--- src/rtl/acc_alu_pkg.sv ---
package acc_alu_pkg;

    localparam int DATA_W = 8;
    localparam int NIB_W  = 4;
    localparam int OP_W   = 4;

    typedef enum logic [OP_W-1:0] {
        OP_ADD  = 4'd0,
        OP_ADDC = 4'd1,
        OP_SUBB = 4'd2,
        OP_DADJ = 4'd3,
        OP_AND  = 4'd4,
        OP_OR   = 4'd5,
        OP_XOR  = 4'd6,
        OP_CLR  = 4'd7,
        OP_CPL  = 4'd8,
        OP_RL   = 4'd9,
        OP_RLC  = 4'd10,
        OP_RR   = 4'd11,
        OP_RRC  = 4'd12,
        OP_SWAP = 4'd13,
        OP_XLOW = 4'd14,
        OP_MOVE = 4'd15
    } alu_op_e;

    typedef struct packed {
        logic [DATA_W-1:0] acc;
        logic [DATA_W-1:0] opnd;
        logic              cy;
        logic              ac;
        logic              ov;
    } alu_state_t;

endpackage

--- src/rtl/acc_alu_addsub.sv ---
// Shared adder for add, add-with-carry and subtract-with-borrow.
// Subtraction is done as a + ~b + ~borrow, and the carries are inverted into borrows.
module acc_alu_addsub #(
    parameter int W   = 8,
    parameter int NIB = 4
) (
    input  logic [W-1:0] a,
    input  logic [W-1:0] b,
    input  logic         cin,
    input  logic         sub,
    output logic [W-1:0] res,
    output logic         cout,
    output logic         hc,
    output logic         ov
);
    logic [W-1:0]   b_eff;
    logic           c_eff;
    logic [W:0]     full_sum;
    logic [NIB:0]   low_sum;

    always_comb begin
        b_eff    = sub ? ~b : b;
        c_eff    = sub ? ~cin : cin;
        full_sum = {1'b0, a} + {1'b0, b_eff} + {{W{1'b0}}, c_eff};
        low_sum  = {1'b0, a[NIB-1:0]} + {1'b0, b_eff[NIB-1:0]} + {{NIB{1'b0}}, c_eff};
        res      = full_sum[W-1:0];
        cout     = sub ? ~full_sum[W] : full_sum[W];
        hc       = sub ? ~low_sum[NIB] : low_sum[NIB];
        ov       = (a[W-1] == b_eff[W-1]) && (full_sum[W-1] != a[W-1]);
    end
endmodule

--- src/rtl/acc_alu_dadj.sv ---
// Packed two-digit BCD correction after a binary addition.
module acc_alu_dadj #(
    parameter int W   = 8,
    parameter int NIB = 4
) (
    input  logic [W-1:0] a,
    input  logic         ac,
    input  logic         cy,
    output logic [W-1:0] res,
    output logic         cy_out
);
    localparam logic [NIB-1:0] DIGIT_MAX = NIB'(9);
    localparam logic [W:0]     LOW_FIX   = (W+1)'(6);
    localparam logic [W:0]     HIGH_FIX  = (W+1)'(6) << NIB;

    logic [W:0] step1;
    logic [W:0] step2;
    logic       low_hit;
    logic       high_hit;

    always_comb begin
        low_hit  = (a[NIB-1:0] > DIGIT_MAX) || ac;
        step1    = {1'b0, a} + (low_hit ? LOW_FIX : '0);
        high_hit = (step1[W-1:NIB] > DIGIT_MAX) || cy || step1[W];
        step2    = {1'b0, step1[W-1:0]} + (high_hit ? HIGH_FIX : '0);
        res      = step2[W-1:0];
        cy_out   = cy | step1[W] | step2[W];
    end
endmodule

--- src/rtl/acc_alu_rot.sv ---
// Rotate, rotate-through-carry and nibble swap.
module acc_alu_rot #(
    parameter int W   = 8,
    parameter int NIB = 4
) (
    input  logic [W-1:0] a,
    input  logic         cy,
    output logic [W-1:0] rl,
    output logic [W-1:0] rr,
    output logic [W-1:0] rlc,
    output logic         rlc_cy,
    output logic [W-1:0] rrc,
    output logic         rrc_cy,
    output logic [W-1:0] swp
);
    always_comb begin
        rl     = {a[W-2:0], a[W-1]};
        rr     = {a[0], a[W-1:1]};
        rlc    = {a[W-2:0], cy};
        rlc_cy = a[W-1];
        rrc    = {cy, a[W-1:1]};
        rrc_cy = a[0];
        swp    = {a[NIB-1:0], a[W-1:NIB]};
    end
endmodule

--- src/rtl/acc_alu.sv ---
module acc_alu
    import acc_alu_pkg::*;
#(
    parameter int W   = DATA_W,
    parameter int NIB = NIB_W
) (
    input  logic          clk,
    input  logic          rst_n,
    input  logic          op_valid,
    input  logic [3:0]    op_code,
    input  logic [W-1:0]  acc_in,
    input  logic [W-1:0]  opnd_in,
    input  logic          cy_in,
    input  logic          ac_in,
    input  logic          ov_in,
    output logic [W-1:0]  res_acc,
    output logic [W-1:0]  res_opnd,
    output logic          res_cy,
    output logic          res_ac,
    output logic          res_ov
);
    alu_state_t st_d, st_q;

    logic          as_sub;
    logic          as_cin;
    logic [W-1:0]  as_res;
    logic          as_cout, as_hc, as_ov;
    logic [W-1:0]  da_res;
    logic          da_cy;
    logic [W-1:0]  r_rl, r_rr, r_rlc, r_rrc, r_swp;
    logic          r_rlc_cy, r_rrc_cy;

    assign as_sub = (op_code == OP_SUBB);
    assign as_cin = (op_code == OP_ADD) ? 1'b0 : cy_in;

    acc_alu_addsub #(.W(W), .NIB(NIB)) addsub_i (
        .a(acc_in), .b(opnd_in), .cin(as_cin), .sub(as_sub),
        .res(as_res), .cout(as_cout), .hc(as_hc), .ov(as_ov)
    );

    acc_alu_dadj #(.W(W), .NIB(NIB)) dadj_i (
        .a(acc_in), .ac(ac_in), .cy(cy_in),
        .res(da_res), .cy_out(da_cy)
    );

    acc_alu_rot #(.W(W), .NIB(NIB)) rot_i (
        .a(acc_in), .cy(cy_in),
        .rl(r_rl), .rr(r_rr), .rlc(r_rlc), .rlc_cy(r_rlc_cy),
        .rrc(r_rrc), .rrc_cy(r_rrc_cy), .swp(r_swp)
    );

    always_comb begin
        st_d = st_q;
        if (op_valid) begin
            st_d.acc  = acc_in;
            st_d.opnd = opnd_in;
            st_d.cy   = cy_in;
            st_d.ac   = ac_in;
            st_d.ov   = ov_in;
            case (alu_op_e'(op_code))
                OP_ADD, OP_ADDC, OP_SUBB: begin
                    st_d.acc = as_res;
                    st_d.cy  = as_cout;
                    st_d.ac  = as_hc;
                    st_d.ov  = as_ov;
                end
                OP_DADJ: begin
                    st_d.acc = da_res;
                    st_d.cy  = da_cy;
                end
                OP_AND:  st_d.acc = acc_in & opnd_in;
                OP_OR:   st_d.acc = acc_in | opnd_in;
                OP_XOR:  st_d.acc = acc_in ^ opnd_in;
                OP_CLR:  st_d.acc = '0;
                OP_CPL:  st_d.acc = ~acc_in;
                OP_RL:   st_d.acc = r_rl;
                OP_RR:   st_d.acc = r_rr;
                OP_RLC: begin
                    st_d.acc = r_rlc;
                    st_d.cy  = r_rlc_cy;
                end
                OP_RRC: begin
                    st_d.acc = r_rrc;
                    st_d.cy  = r_rrc_cy;
                end
                OP_SWAP: st_d.acc = r_swp;
                OP_XLOW: begin
                    st_d.acc  = {acc_in[W-1:NIB], opnd_in[NIB-1:0]};
                    st_d.opnd = {opnd_in[W-1:NIB], acc_in[NIB-1:0]};
                end
                OP_MOVE: st_d.acc = opnd_in;
                default: st_d.acc = acc_in;
            endcase
        end
    end

    always_ff @(posedge clk) begin
        if (!rst_n) st_q <= '0;
        else        st_q <= st_d;
    end

    assign res_acc  = st_q.acc;
    assign res_opnd = st_q.opnd;
    assign res_cy   = st_q.cy;
    assign res_ac   = st_q.ac;
    assign res_ov   = st_q.ov;
endmodule

--- config.mk ---
export PLATFORM = sky130hd
export DESIGN_NAME = acc_alu
export DESIGN_NICKNAME = d
export VERILOG_FILES = /design/src/rtl/acc_alu_pkg.sv /design/src/rtl/acc_alu_addsub.sv /design/src/rtl/acc_alu_dadj.sv /design/src/rtl/acc_alu_rot.sv /design/src/rtl/acc_alu.sv
export SDC_FILE = /design/constraint.sdc
export NUM_CORES = 1
export LEC_CHECK = 0
export ABC_AREA = 1
export CORE_ASPECT_RATIO = 1.2
export CORE_MARGIN = 8
export CORE_UTILIZATION = 45
export DETAILED_ROUTE_END_ITERATION = 7
export PLACE_DENSITY = 0.7
export SKIP_CTS_REPAIR_TIMING = 1
export SLEW_MARGIN = 20
export SYNTH_ARGS = -nofsm -noshare
export SYNTH_HDL_FRONTEND = slang
export SYNTH_SLANG_ARGS = --single-unit
--- constraint.sdc ---
create_clock -name clk -period 3.2 [get_ports clk]
set_input_delay 0.64 -clock clk [delete_from_list [all_inputs] [get_ports clk]]
set_output_delay 0.64 -clock clk [all_outputs]
set_load 0.02 [all_outputs]
==> summary.md <==
| Metric | Value |
|---|---|
| Max rail drop VDD | 0.247 mV |
| I/O pins | 45 |
| Setup TNS | 0 ns |
| WL/cell | 16.3 um |
| Num CTS Buffers | 3 |
| Synth Cell Area | 2520 um^2 |
| Vias in the first global route | 2864 |
| P_sw | 0.360 mW |
| Yosys top cell area share | 0.151 |
| Area Overhead vs Synth | 36.9% |
| Flop2flop setup slack | 2.50 ns |
| Source of the critical timing path | op_code[3] |
| Gr usage total | 0.206 |
| Initial antenna violation count | 0 |
| Syn Inst Count | 367 |
| Type of the worst setup path | input port to flip-flop |
| Fin crit period | 3.02 ns |
| Worst skew pair latency | 0.26 ns |
| WP data required | 3.38 ns |
| Period Utilization, post-route | 0.944 |
| Reg2reg start | res_acc[6] |
| HPWL after detailed placement | 6.84 mm |
| Crit-path cells | clkdlybuf4s50_1 -> nor2_2 -> inv_2 -> nor2_4 -> o21ai_0 -> fa_1 -> fa_2 -> o21ai_4 -> a21oi_1 -> nor2_1 -> nor2_1 -> xor2_1 -> o21ai_1 -> a21oi_1 |
| Largest net degree at the start of global routing | 30 |
| Vias per cell | 5.51 |
| Bufs on Longest Clock Path | 2 |
| GP Congestion | 0.980 |
| CP max FO | 4 |
| Setup crit start kind | input port |
| Slew Viols, Final | 0 |
| FF-to-FF End | res_acc[6] |
| FF-to-FF path depth | 2 |
| Yosys cell types | 47 |
| Cell family with most CP delay | adder cells |
| CP bufs+invs | 2 |
| Flops & latches, synth | 19 |
| Static leakage | 1.66 nW |
| Core area | 5560 um^2 |
| Mean Syn Cell Area | 6.88 um^2 |
| Largest cells by area after synthesis | dfxtp_1 (15%), ha_1 (13%), nand2_1 (11%), inv_1 (6.2%), xor2_1 (5.2%) |
| Clk pin slew, worst setup/hold paths | 0.07 ns |
| Final setup vio count | 0 |
| Die X | 84.4 um |
| Via Count | 2854 |
| Syn Nets | 423 |
| Synth warnings | 0 |
| Seq pwr share | 0.288 |
| Worst-Margin Slew | 0.570 ns |
| PwrDens | 266 nW/um^2 |
| I/O Buffers | 44 |
| Hold Crit Class | flip-flop to flip-flop |
| CTS Sinks | 19 |
| Crit end category | flip-flop |
| Final WL | 8.43 mm |
| Cell-internal power | 0.559 mW |
| Clock power share | 0.191 |
| Switch share | 0.392 |
| Largest area contributor in the netlist | dfxtp_1 |
| Number of core rows | 30 |
| Die height | 98.0 um |
| Comb pwr share | 0.521 |
| Share of layout cells above drive strength 1 | 0.233 |
| Clock tree root buffer cell | clkbuf_8 |
| Antenna diode count | 0 |
| Fmax | 0.331 GHz |
| Remaining Overflow, GRT | 0 |
| Met1 GRT Util | 0.254 |
| WP data arrival | 3.21 ns |
| DRC Markers | 0 |
| Worst path depth | 14 |
| Die area | 8270 um^2 |
| Global route hottest layer | met2 |
| Met3 Resource Use GR | 0.0235 |
| Slew headroom | 0.619 |
| Hold Vio Cnt, Final | 0 |
| Sequential fraction of the synthesis area | 0.151 |
| Outcome | completed |
| GRT met2 Usage | 0.348 |
| Max_cap viols | 0 |
| Worst path max stage delay | 0.45 ns |
| CTS tree | done |
| Initial Util | 0.454 |
| Skew final | 0 ns |
| Final Net Count | 511 |
| Crit path to | res_acc[6] |
| Pre-antenna DRT Iters | 5 |
| First-pass GRT wire length | 14.0 mm |
| Slowest stage cell, crit path | fa_1 |
| Post-route cell area | 3460 um^2 |
| Fillers | 545 |
| H-tree lvl count | 1 |
| Final antenna-violating net count | 0 |
| Iter 0 DRT Violations | 200 |
| DP Area | 3330 um^2 |
| Post-layout util | 0.622 |
[per-layer routing]
layer  wire length (um)  vias up  share of wire
li1                   -     1416              -
met1               3550     1283           0.42
met2               3980      128           0.47
met3                596       27          0.071
met4                293        0          0.035
met5                  0        -              0
[worst register-to-register path, delay by kind of cell, from the launching register on]
kind           cells  cell delay, ns
AO/OA/AOI/OAI      2            0.26
flip-flops         1            0.37
[kinds of logic after synthesis]
kind of cell             synth area share
AND/OR/NAND/NOR                     0.299
AO/OA/AOI/OAI                       0.230
flip-flops                          0.151
adder cells (fa/ha/maj)             0.158
XOR/XNOR                           0.0555
buffers and inverters               0.107
[cells in the mapped netlist, drive strengths merged]
cell type,n
or2,2
clkinv,1
buf,1
fa,3
a41oi,2
a31oi,1
o22ai,8
ha,27
o2111ai,5
clkbuf,5
o2bb2ai,1
a21oi,28
nand4,7
o21bai,2
o221ai,2
nand2,88
xnor2,1
xor2,15
nor4,2
o21ai,30
inv,57
a211oi,1
o211ai,10
a221oi,2
nand3,14
o31ai,1
dfxtp,19
nor2,28
nor3,4
[state kept, by name, indices dropped and copies added (netlist names)]
name / cells
res_ac: 1
res_acc: 8
res_cy: 1
res_opnd: 8
res_ov: 1
[how the worst min path moves through the flow]
| stage | endpoint | slack (ns) | start | depth (start not counted) |
|---|---|---|---|---|
| finish | res_cy | 0.47 | res_cy | 2 |
| global route | res_opnd[1] | 0.51 | res_opnd[1] | 2 |
| CTS | res_cy | 0.48 | res_cy | 2 |
| detailed placement | res_cy | 0.47 | res_cy | 2 |
| global placement | res_cy | 0.46 | res_cy | 2 |
| floorplan | res_cy | 0.54 | res_cy | 2 |
[power by group through the flow]
stage                     clock, mW  sequential [mW]  combinational [mW]
after floorplan                   0            0.293               0.237
after global placement            0            0.270               0.457
after detailed placement          0            0.270               0.460
after CTS                     0.181            0.265               0.464
after global routing          0.190            0.267               0.527
final                         0.176            0.265               0.479
[placed cells by master, fill, tap and decap left out, types with 7 or more instances in the layout]
cell | Yosys | routed
buf_4 | 1 | 45
inv_1 | 42 | 42
nand2_1 | 75 | 71
nor2_1 | 19 | 18
a21oi_1 | 26 | 26
inv_2 | 11 | 11
nand4_1 | 7 | 7
nand3_1 | 13 | 13
o21ai_0 | 24 | 23
nor2_4 | 6 | 7
o22ai_1 | 8 | 8
xor2_1 | 15 | 15
nand2_2 | 8 | 12
clkdlybuf4s50_1 | 0 | 39
dfxtp_1 | 19 | 19
ha_1 | 27 | 25
o211ai_1 | 10 | 10
[final cells by class]
| class | instances | area (um^2) | area share |
|---|---|---|---|
| Multi-Input combinational cell | 284 | 1930 | 0.558 |
| Timing Repair Buffer | 89 | 791 | 0.229 |
| Sequential cell | 19 | 380 | 0.110 |
| Inverter | 58 | 230 | 0.0666 |
| Tap cell | 64 | 80.1 | 0.0232 |
| Clock buffer | 4 | 45.0 | 0.0130 |
[through the flow]
stage                     total power [mW]  setup slack (ns)  hold WS (ns)  cells
after floorplan                      0.530            0.0408         0.545    367
after global placement               0.727            -0.469         0.457    512
after detailed placement             0.730            -0.503         0.465    512
after CTS                            0.910            -0.247         0.477    516
after global routing                 0.985           -0.0148         0.505    518
final                                0.919             0.178         0.475    518
Note: power is estimated with default switching activity, not from simulation.
